File: src/rtl/hsc_pkg.sv
package hsc_pkg;
  typedef enum logic [1:0] {
    ST_IDLE = 2'd0,
    ST_EVAL = 2'd1,
    ST_RTZ  = 2'd2
  } hs_state_t;

  // A two-phase event is pending when the live phase differs from the consumed one
  function automatic logic phase_event(input logic now_ph, input logic last_ph);
    return now_ph ^ last_ph;
  endfunction

  // Three-way synchronization; right acknowledge waived outside pipeline mode
  function automatic logic eval_ready(input logic req, input logic rack_ok,
                                      input logic done, input logic pipe);
    return req && (rack_ok || !pipe) && !done;
  endfunction
endpackage

File: src/rtl/hsc_sampler.sv
module hsc_sampler #(
  parameter int WIDTH  = 4,
  parameter int STAGES = 1
) (
  input  logic             clk,
  input  logic             rst_n,
  input  logic [WIDTH-1:0] d,
  output logic [WIDTH-1:0] q
);
  logic [WIDTH-1:0] chain [STAGES];

  for (genvar g = 0; g < STAGES; g++) begin : g_stage
    always_ff @(posedge clk) begin
      if (!rst_n) chain[g] <= '0;
      else if (g == 0) chain[g] <= d;
      else chain[g] <= chain[(g == 0) ? 0 : g-1];
    end
  end

  assign q = chain[STAGES-1];
endmodule

File: src/rtl/hsc_event_flag.sv
module hsc_event_flag (
  input  logic clk,
  input  logic rst_n,
  input  logic sample,
  input  logic take,
  output logic pending,
  output logic seen
);
  import hsc_pkg::*;

  // seen holds the phase of the last consumed transition; a new edge sets pending
  always_ff @(posedge clk) begin
    if (!rst_n)    seen <= 1'b0;
    else if (take) seen <= sample;
  end

  assign pending = phase_event(sample, seen);
endmodule

File: src/rtl/hsc_fsm.sv
module hsc_fsm (
  input  logic clk,
  input  logic rst_n,
  input  logic pipe_mode,
  input  logic req_pend,
  input  logic out_pend,
  input  logic rack_ok,
  input  logic done_s,
  output logic take_req,
  output logic take_out,
  output logic enable,
  output logic ack_left
);
  import hsc_pkg::*;

  hs_state_t state;
  logic      ack_q;
  logic      go;

  assign go       = eval_ready(req_pend, rack_ok, done_s, pipe_mode);
  assign take_req = (state == ST_IDLE) && go;
  assign take_out = (state == ST_EVAL) && out_pend;

  always_ff @(posedge clk) begin
    if (!rst_n) begin
      state <= ST_IDLE;
      ack_q <= 1'b0;
    end else begin
      unique case (state)
        ST_IDLE: if (go) state <= ST_EVAL;
        ST_EVAL: if (out_pend) begin
          state <= ST_RTZ;
          if (pipe_mode) ack_q <= ~ack_q;
        end
        ST_RTZ:  if (!done_s) state <= ST_IDLE;
        default: state <= ST_IDLE;
      endcase
    end
  end

  assign enable   = (state == ST_EVAL);
  assign ack_left = ack_q;
endmodule

File: src/rtl/hs_bridge_ctrl.sv
module hs_bridge_ctrl #(
  parameter int SAMPLE_STAGES = 1
) (
  input  logic clk,
  input  logic rst_n,
  input  logic pipe_mode,
  input  logic in_phase,
  input  logic out_phase,
  input  logic rack_phase,
  input  logic fb_done,
  output logic fb_enable,
  output logic ack_left
);
  localparam int NUM_IN   = 4;
  localparam int NUM_FLAG = 2;
  localparam int IDX_REQ  = 0;
  localparam int IDX_OUT  = 1;
  localparam int IDX_RACK = 2;
  localparam int IDX_DONE = 3;

  logic [NUM_IN-1:0]   raw_in;
  logic [NUM_IN-1:0]   smp;
  logic [NUM_FLAG-1:0] flag_take;
  logic [NUM_FLAG-1:0] flag_pend;
  logic [NUM_FLAG-1:0] flag_seen;

  // Named internal events for the checker
  logic req_pend, out_pend, rack_ok, done_s, req_seen, out_seen;
  logic take_req, take_out;

  assign raw_in = {fb_done, rack_phase, out_phase, in_phase};

  hsc_sampler #(.WIDTH(NUM_IN), .STAGES(SAMPLE_STAGES)) u_smp (
    .clk(clk), .rst_n(rst_n), .d(raw_in), .q(smp)
  );

  assign flag_take[IDX_REQ] = take_req;
  assign flag_take[IDX_OUT] = take_out;

  for (genvar f = 0; f < NUM_FLAG; f++) begin : g_flag
    hsc_event_flag u_flag (
      .clk(clk), .rst_n(rst_n), .sample(smp[f]), .take(flag_take[f]),
      .pending(flag_pend[f]), .seen(flag_seen[f])
    );
  end

  assign req_pend = flag_pend[IDX_REQ];
  assign out_pend = flag_pend[IDX_OUT];
  assign req_seen = flag_seen[IDX_REQ];
  assign out_seen = flag_seen[IDX_OUT];
  assign rack_ok  = (smp[IDX_RACK] == out_seen);
  assign done_s   = smp[IDX_DONE];

  hsc_fsm u_fsm (
    .clk(clk), .rst_n(rst_n), .pipe_mode(pipe_mode),
    .req_pend(req_pend), .out_pend(out_pend), .rack_ok(rack_ok), .done_s(done_s),
    .take_req(take_req), .take_out(take_out),
    .enable(fb_enable), .ack_left(ack_left)
  );
endmodule

File: config.mk
export PLATFORM = sky130hd
export DESIGN_NAME = hs_bridge_ctrl
export DESIGN_NICKNAME = d
export VERILOG_FILES = /design/src/rtl/hsc_pkg.sv /design/src/rtl/hsc_sampler.sv /design/src/rtl/hsc_event_flag.sv /design/src/rtl/hsc_fsm.sv /design/src/rtl/hs_bridge_ctrl.sv
export SDC_FILE = /design/constraint.sdc
export NUM_CORES = 1
export LEC_CHECK = 0
export BUFFER_PORTS_ARGS = -buffer_cell sky130_fd_sc_hd__clkbuf_2
export CAP_MARGIN = 10
export CELL_PAD_IN_SITES_DETAIL_PLACEMENT = 0
export CELL_PAD_IN_SITES_GLOBAL_PLACEMENT = 1
export CORE_AREA = 2 2 39 41
export CTS_CLUSTER_SIZE = 30
export DETAILED_ROUTE_END_ITERATION = 12
export DIE_AREA = 0 0 41 43
export PLACE_DENSITY_LB_ADDON = 0.1
export SLEW_MARGIN = 20
export SYNTH_ARGS = -nofsm -noshare
export SYNTH_HDL_FRONTEND = slang
export SYNTH_SLANG_ARGS = --single-unit
File: constraint.sdc
create_clock -name clk -period 1.4 [get_ports clk]
set_clock_uncertainty 0.15 [all_clocks]
set_input_delay 0.07 -clock clk [delete_from_list [all_inputs] [get_ports clk]]
set_output_delay 0.07 -clock clk [all_outputs]
set_load 0.05 [all_outputs]
==> out/summary.txt, run 1 <==
First-pass GRT wire length: 1100 um
Sequential cell area fraction in the yosys report: 51.4%
Die area: 1760 um^2
Worst hold-check path type: in -> reg
CP most frequent cell: dlygate4sd3_1
Ant diodes: 0
Clock slew at reported path FFs: 0.06 ns
Buf/Inv on CP: 3
Crit. End Element: register
DP Cell Count: 59
Placement Rows: 14
Final Worst Setup Slack: 0.0149 ns
Antenna-violating nets left: 0
Crit path largest cell delay: 0.54 ns
CP Depth: 4
Crit start category: primary input
H-tree levels: 1
VDD IR max: 0.523 mV
Largest net degree at the start of global routing: 8
Cells on worst reg2reg path: 4
Synth Cell Area: 350 um^2
Hold Slack: -0.0272 ns
Setup TNS Final: 0 ns
Status: complete, but fails checks
Clock sink count: 9
Tightest Pin Transition: 0.275 ns
Avg Inst Size Synth: 10.3 um^2
Hold-critical path depth: 2
Pleak: 0.234 nW
Sw frac: 24.4%
HPWL Detailed: 454 um
Cells after synthesis: 34
Root Driver: clkbuf_4
Clk pwr share: 34.6%
CTS tree: done
Top-Level Pins: 9
Hold Fails Final Rpt: 2
Die height: 43 um
Non-filler cells, final: 71
Vias in the first global route: 276
Period utilisation layout: 98.9%
Vias: 308
Synth warn: 0
Pre-CTS WS: 0.0386 ns
Fmax: 0.722 GHz
Comb power frac: 16.1%
Drt pass-1 iters: 3
WP data required: 1.39 ns
Vias per cell: 4.34
Netlist cell types: 16
Yosys reg bits: 9
Area Overhead vs Synth: 51.8%
CTS buffer count: 3
Int Power: 0.429 mW
CP top delay family: buffers and inverters
Gr usage total: 9.71%
Sequential Power Share: 49.3%
Global route overflow: 0
Count of pins over their slew limit: 0
Slowest-stage cell, CP: dlygate4sd3_1
Final wirelength: 647 um
Core ar.: 1380 um^2
Clk_lat worst skew: 0.25 ns
Initial DRC count: 1
Port Buffers: 8
Clk buf depth: 2
Initial Util: 25.3%
Number of antenna violations at the first check in global routing: 0
Crit path DAT: 1.38 ns
Max-cap violations: 0
Violated checks: negative hold slack
Rel. slew slack: 81.8%
Post-synthesis net count: 41
Critical-path maximum fanout: 1
WL/cell: 9.11 um
Min Tclk post-route: 1.39 ns
P per Cell Area: 1070 nW/um^2
Fin nets: 63
CP Class: in -> reg
CP cell instances: dlygate4sd3_1, clkbuf_2, and2_1, dlygate4sd3_1
DRC: 0
RD Place Congestion: 0.634
Layout cells sized above 1: 25.5%
NetSw: 0.138 mW
Pwr Total: 0.567 mW
RSZ-0062 raised after global routing: no
Die Width: 41 um
Setup violators final: 0
==> metrics by stage <==
step | hold WS, ns | cell area [um^2] | utilization, %
final | -0.0272 | 532 | 38.4
after detailed placement | 0.128 | 425 | 30.7
after global routing | 0.0443 | 532 | 38.4
after CTS | 0.00596 | 542 | 39.2
after floorplan | 0.0417 | 358 | -
after global placement | 0.126 | 425 | 30.7
==> repair_timing <==
action | 4_1_cts | 5_1_grt
buffers inserted | 0 | 0
hold buffers | 9 | 0
endpoints found under the hold margin | 5 | 0
setup endpoints to repair | 0 | 3
gates resized for setup | 0 | 1
==> final timing paths <==
| path | startpoint | end | slack (ns) |
|---|---|---|---|
| worst min register to register | u_smp.chain[0][0] | g_flag[0].u_flag.seen | 0.33 |
| worst max register to register | g_flag[1].u_flag.seen | u_fsm.ack_left | 0.10 |
| worst min-delay path | rst_n | u_smp.chain[0][0] | -0.03 |
| worst max-delay path | rack_phase | u_smp.chain[0][2] | 0.01 |
==> placed cells by master (no fill, tap or decap), drive strengths merged, types with 2 or more instances in the layout <==
| cell | n |
|---|---|
| clkbuf | 11 |
| dfxtp | 9 |
| dlygate4sd3 | 8 |
| and2 | 4 |
| nand2 | 3 |
| xor2 | 2 |
| xnor2 | 2 |
| nand3b | 2 |
| a21oi | 2 |
| mux2i | 2 |
| buf | 2 |
==> cell usage after synthesis <==
library cell  instances  area, um^2
dfxtp_1               9         180
and2_1                4        25.0
nand2_1               3        11.3
a21oi_1               2        10.0
mux2i_1               2        20.0
nand3b_1              2        15.0
xnor2_1               2        17.5
xor2_1                2        17.5
a2111o_1              1        11.3
inv_1                 1        3.75
nand3_1               1        5.00
nor2_1                1        3.75
nor2b_1               1        6.26
o21ai_0               1        5.00
o31ai_2               1        12.5
or3_1                 1        6.26
==> power by group through the flow <==
stage	sequential, mW	combinational (mW)	clock, mW
final	0.280	0.0913	0.196
after global routing	0.282	0.100	0.220
after CTS	0.280	0.0947	0.207
after detailed placement	0.286	0.0754	0
after global placement	0.285	0.0741	0
after floorplan	0.287	0.0515	0
==> logic make-up (layout without fill, tap and decap cells) <==
kind of cell / count (synthesis) / count (layout) / synth area share, %
multiplexers: 2 / 2 / 5.71
AND/OR/NAND/NOR: 13 / 13 / 20.7
AO/OA/AOI/OAI: 5 / 5 / 11.1
XOR/XNOR: 4 / 4 / 10.0
buffers and inverters: 1 / 22 / 1.07
flip-flops: 9 / 9 / 51.4
==> layout make-up <==
type | count | area [um^2]
clock buffers | 4 | 26.3
fillers | 144 | 852
inverters | 1 | 3.75
multi-input cells | 24 | 174
flip-flops and latches | 9 | 180
well taps | 16 | 20.0
repair buffers | 17 | 128
==> state kept, by name, summed over array words and instances (netlist names) <==
name / cells
g_flag.u_flag.seen: 2
u_fsm.ack_left: 1
u_smp.chain: 4
u_fsm.state: 2
==> per-layer routing <==
metal / global-route usage, % / wire length, um / vias up
li1: - / - / 157
met1: 12.5 / 272 / 141
met2: 12.5 / 328 / 8
met3: 3.14 / 41 / 2
met4: 8.00 / 4 / 0
met5: 0 / 0 / -
(Power assumes the default switching activity.)
==> run 2: changes to the inputs <==
--- a/config.mk
+++ b/config.mk
@@ -13,7 +13,7 @@
 export CTS_CLUSTER_SIZE = 30
 export DETAILED_ROUTE_END_ITERATION = 12
 export DIE_AREA = 0 0 41 43
-export PLACE_DENSITY_LB_ADDON = 0.1
+export PLACE_DENSITY = 0.66
 export SLEW_MARGIN = 20
 export SYNTH_ARGS = -nofsm -noshare
 export SYNTH_HDL_FRONTEND = slang
==> constraint.sdc (replaced) <==
create_clock -name clk -period 1.6 [get_ports clk]
set_clock_uncertainty 0.15 [all_clocks]
set_input_delay 0.08 -clock clk [delete_from_list [all_inputs] [get_ports clk]]
set_output_delay 0.08 -clock clk [all_outputs]
set_load 0.05 [all_outputs]
==> out/summary.txt, run 2 (synthesis gave the netlist of run 1 again) <==
Root Driver: clkbuf_4 (unchanged)
Top-Level Pins: 9 (unchanged)
Fmax: 0.685 GHz
Setup violators final: 0 (unchanged)
Largest regs: u_smp.chain (4), g_flag.u_flag.seen (2), u_fsm.state (2) (unchanged)
Status: complete, no violations (was complete, but fails checks)
P per Cell Area: 935 nW/um^2 (was 1070 nW/um^2)
Final wirelength: 593 um (was 647 um)
WP data required: 1.60 ns (was 1.39 ns)
Max-cap violations: 0 (unchanged)
# Post-CTS Setup Buffers: 0 (unchanged)
H-tree levels: 1 (unchanged)
Hold Buf Count CTS: 9 (unchanged)
NetSw: 0.126 mW (was 0.138 mW)
Vias per cell: 4.08 (was 4.34)
Crit. End Element: register (unchanged)
CP Class: in -> reg (unchanged)
DRC: 0 (unchanged)
Int Power: 0.370 mW (was 0.429 mW)
RSZ-0062 raised after global routing: no (unchanged)
CTS buffer count: 3 (unchanged)
Global route overflow: 0 (unchanged)
Most flops, register: u_smp.chain (unchanged)
Hold Fails Final Rpt: 0 (was 2)
Count of pins over their slew limit: 0 (unchanged)
Setup TNS Final: 0 ns (unchanged)
Pleak: 0.235 nW (was 0.234 nW)
Die area: 1760 um^2 (unchanged)
Largest net degree at the start of global routing: 9 (was 8)
Clk pwr share: 35.1% (was 34.6%)
Clk_lat worst skew: 0.26 ns (was 0.25 ns)
CTS tree: done (unchanged)
Ant diodes: 0 (unchanged)
Gr usage total: 8.75% (was 9.71%)
Crit start category: primary input (unchanged)
RD Place Congestion: 0.638 (was 0.634)
Period utilisation layout: 91.2%
Sequential Power Share: 49.4% (was 49.3%)
Number of antenna violations at the first check in global routing: 0 (unchanged)
Die height: 43 um (unchanged)
Rel. slew slack: 81.8% (about the same)
Min Tclk post-route: 1.46 ns
Comb power frac: 15.5% (was 16.1%)
Port Buffers: 8 (unchanged)
Vias in the first global route: 256 (was 276)
Core ar.: 1380 um^2 (unchanged)
VDD IR max: 0.560 mV (was 0.523 mV)
Most frequent cells in the layout: dfxtp_1, dlygate4sd3_1, clkbuf_2, and2_1 (unchanged)
Fin nets: 63 (unchanged)
Antenna-violating nets left: 0 (unchanged)
Crit path DAT: 1.46 ns (was 1.38 ns)
Area Overhead vs Synth: 51.4% (was 51.8%)
Tightest Pin Transition: 0.275 ns (about the same)
Largest register FFs: 4 (unchanged)
WL/cell: 8.35 um (was 9.11 um)
Sw frac: 25.4% (was 24.4%)
Die Width: 41 um (unchanged)
Initial DRC count: 2 (was 1)
Placement Rows: 14 (unchanged)
Initial Util: 25.3% (unchanged)
Clock sink count: 9 (unchanged)
Resize count post-CTS: 0 (unchanged)
Clock slew at reported path FFs: 0.06 ns (about the same)
Layout cells sized above 1: 25.5% (unchanged)
First-pass GRT wire length: 1010 um (was 1100 um)
Drt pass-1 iters: 2 (was 3)
Worst hold-check path type: in -> reg (unchanged)
Vias: 290 (was 308)
Clk buf depth: 2 (unchanged)
Pwr Total: 0.496 mW (was 0.567 mW)
Critical-path maximum fanout: 8 (was 1)
==> run 2: changes by cell type in the layout (fill, tap and decap cells not counted), sizes merged <==
| cell | before | now |
|---|---|---|
| buf | 2 | 0 |
| dlygate4sd3 | 8 | 9 |
| clkinv | 0 | 1 |
==> run 2: final timing paths <==
check,start,end,slack (ns),cells past startpoint
min,pipe_mode,u_fsm.state[0],0.04,3
max,rst_n,u_smp.chain[0][0],0.14,4
min reg2reg,u_smp.chain[0][0],g_flag[0].u_flag.seen,0.32,2
max reg2reg,g_flag[1].u_flag.seen,u_fsm.state[0],0.19,3
==> run 2: layer usage <==
layer	track usage [%]	part of all wire, %	routed length [um]
met1	11.0	50	296
met2	11.9	41	246
met5	0	0	0
met4	2.00	0	0
met3	6.28	8.4	50
==> run 2: power by group through the flow <==
| stage | combinational (mW) | clock (mW) | sequential [mW] |
|---|---|---|---|
| final | 0.0768 | 0.174 | 0.245 |
| after global routing | 0.0844 | 0.198 | 0.247 |
| after CTS | 0.0781 | 0.184 | 0.245 |
| after detailed placement | 0.0612 | 0 | 0.250 |
| after global placement | 0.0611 | 0 | 0.250 |
| after floorplan | 0.0432 | 0 | 0.250 |
==> run 2: critical path, stage by stage <==
cell,delay [ns]
dlygate4sd3_1,0.53
clkbuf_2,0.16
and2_1,0.15
dlygate4sd3_1,0.54
==> run 2: per-stage QoR <==
stage | cell area, um^2 | utilization (%) | hold slack (ns) | cells | worst slack [ns]
after detailed placement | 413 | 29.8 | 0.139 | 58 | 0.202
after global routing | 531 | 38.3 | 0.0611 | 71 | 0.0833
after global placement | 413 | 29.8 | 0.138 | 58 | 0.215
final | 531 | 38.3 | 0.0390 | 71 | 0.140
after CTS | 531 | 38.3 | 0.0325 | 71 | 0.140
after floorplan | 353 | - | 0.0517 | 34 | 0.172
==> run 2: cell type report <==
cell class,count,area [um^2]
sequential,9,180
clock inverter,1,5.00
fill,141,853
multi-input combinational,24,169
timing repair buffer,17,130
clock buffer,3,22.5
tap,16,20.0
inverter,1,3.75
==> run 3: changes to the inputs <==
--- a/config.mk
+++ b/config.mk
@@ -13,6 +13,7 @@
 export CTS_CLUSTER_SIZE = 30
 export DETAILED_ROUTE_END_ITERATION = 12
 export DIE_AREA = 0 0 41 43
+export GPL_TIMING_DRIVEN = 0
 export PLACE_DENSITY = 0.66
 export SLEW_MARGIN = 20
 export SYNTH_ARGS = -nofsm -noshare
==> out/summary.txt, run 3 (synthesis gave the netlist of run 1 again) <==
Clk_lat worst skew: 0.26 ns (about the same)
CTS buffer count: 3 (unchanged)
Critical-path maximum fanout: 4 (was 8)
Most flops, register: u_smp.chain (unchanged)
Crit start category: register (was primary input)
Die area: 1760 um^2 (unchanged)
Crit path DAT: 1.46 ns (about the same)
CTS tree: done (unchanged)
RSZ-0062 raised after global routing: no (unchanged)
DRC: 0 (unchanged)
Area of the multi-input gates: 169 um^2 (unchanged)
Placement Rows: 14 (unchanged)
Clk pwr share: 35.1% (about the same)
Ant diodes: 0 (unchanged)
Core ar.: 1380 um^2 (unchanged)
Antenna-violating nets left: 0 (unchanged)
Largest register FFs: 4 (unchanged)
Cells on worst reg2reg path: 3 (unchanged)
Comb power frac: 15.2% (was 15.5%)
Tightest Pin Transition: 0.275 ns (about the same)
Initial Util: 25.3% (unchanged)
Die height: 43 um (unchanged)
Vias: 295 (was 290)
Final wirelength: 593 um (unchanged)
Period utilisation layout: 89.0% (was 91.2%)
H-tree levels: 1 (unchanged)
Hold Slack: 0.000382 ns (was 0.0390 ns)
Port Buffers: 8 (unchanged)
Crit. End Element: register (unchanged)
Die Width: 41 um (unchanged)
Top-Level Pins: 9 (unchanged)
Slowest-stage cell, CP: a2111o_1 (was dlygate4sd3_1)
Area Overhead vs Synth: 48.2% (was 51.4%)
Initial DRC count: 2 (unchanged)
Worst hold-check path type: in -> reg (unchanged)
DP Cell Count: 58 (unchanged)
WP data required: 1.64 ns (was 1.60 ns)
RD Place Congestion: 0.640 (was 0.638)
NetSw: 0.121 mW (was 0.126 mW)
Non-filler cells, final: 70 (was 71)
WL/cell: 8.47 um (was 8.35 um)
Pwr Total: 0.493 mW (was 0.496 mW)
Root Driver: clkbuf_4 (unchanged)
Register area: 180 um^2 (unchanged)
Hold-critical path depth: 3 (unchanged)
Drt pass-1 iters: 4 (was 2)
Max-cap violations: 0 (unchanged)
Vias in the first global route: 251 (was 256)
Count of pins over their slew limit: 0 (unchanged)
Status: complete, no violations (unchanged)
Clock slew at reported path FFs: 0.06 ns (about the same)
Global route overflow: 0 (unchanged)
Most frequent cells in the layout: dfxtp_1, dlygate4sd3_1, clkbuf_2, and2_1 (unchanged)
First-pass GRT wire length: 972 um (was 1010 um)
Sequential Power Share: 49.7% (was 49.4%)
Layout cells sized above 1: 24.1% (was 25.5%)
Resize count post-CTS: 0 (unchanged)
Largest net degree at the start of global routing: 9 (unchanged)
Int Power: 0.372 mW (was 0.370 mW)
Largest regs: u_smp.chain (4), g_flag.u_flag.seen (2), u_fsm.state (2) (unchanged)
CP Class: reg -> reg (was in -> reg)
Sw frac: 24.5% (was 25.4%)
Clock sink count: 9 (unchanged)
Rel. slew slack: 81.7% (was 81.8%)
Leading cell type in the layout, fill and taps excluded: dfxtp_1
Vias per cell: 4.21 (was 4.08)
Fmax: 0.702 GHz (was 0.685 GHz)
Setup violators final: 0 (unchanged)
P per Cell Area: 950 nW/um^2 (was 935 nW/um^2)
Min Tclk post-route: 1.42 ns (was 1.46 ns)
Number of antenna violations at the first check in global routing: 0 (unchanged)
Pleak: 0.228 nW (was 0.235 nW)
Fin nets: 62 (was 63)
VDD IR max: 0.417 mV (was 0.560 mV)
Crit path largest cell delay: 0.46 ns (was 0.54 ns)
CP cell instances: xor2_1, a2111o_1, o31ai_2 (was dlygate4sd3_1, clkbuf_2, and2_1, dlygate4sd3_1)
Setup TNS Final: 0 ns (unchanged)
Hold Fails Final Rpt: 0 (unchanged)
Gr usage total: 8.75% (unchanged)
FILL cells: 145 (was 141)
Clk buf depth: 2 (unchanged)
## run 3: changes by cell type in the layout (fill, tap and decap cells not counted)
cell           before  now
clkinv_2            1    0
clkbuf_1            0    1
dlygate4sd3_1       9    8
## run 3: critical path, delay by kind of cell (launching register included)
| family | cells | cell delay [ns] |
|---|---|---|
| xor+xnor | 1 | 0.18 |
| flops | 1 | 0.35 |
| compound gates | 2 | 0.67 |
## run 3: layer usage
metal  global-route usage (%)  up-vias  share of wire (%)
met5                        0        -                  0
met4                     2.00        0                  0
met3                     7.85        0                7.9
met2                     12.5        9                 48
met1                     9.39      130                 44
li1                         -      156                  -
## run 3: worst paths after layout
check             slack (ns)                  start                     to
setup reg to reg        0.18  g_flag[1].u_flag.seen         u_fsm.state[0]
setup / recovery        0.18  g_flag[1].u_flag.seen         u_fsm.state[0]
hold reg to reg         0.33      u_smp.chain[0][0]  g_flag[0].u_flag.seen
hold / removal        0.0004                  rst_n         u_fsm.state[0]
## run 3: final cells by class
cell class | instances | share of cell area, %
tap | 16 | 3.86
sequential | 9 | 34.7
clock buffer | 4 | 5.06
timing repair buffer | 16 | 23.1
inverter | 1 | 0.723
multi-input combinational | 24 | 32.5
## run 3: what timing repair did
item / CTS / global route
hold buffers: 8 / 0
hold endpoints to repair: 4 / 0
setup buffers: 0 / 0
## run 3: power by group through the flow
stage / clock network [mW] / logic, mW / registers [mW]
after floorplan: 0 / 0.0432 / 0.250
after global placement: 0 / 0.0612 / 0.250
after detailed placement: 0 / 0.0614 / 0.250
after CTS: 0.180 / 0.0762 / 0.245
after global routing: 0.193 / 0.0826 / 0.246
final: 0.173 / 0.0748 / 0.245
## run 3: metrics by stage
step                setup slack [ns]  area [um^2]  util (%)
finish                         0.176          519      37.5
global route                   0.111          519      37.5
CTS                            0.163          519      37.5
detailed placement             0.177          413      29.8
global placement               0.183          413      29.8
floorplan                      0.172          353         -
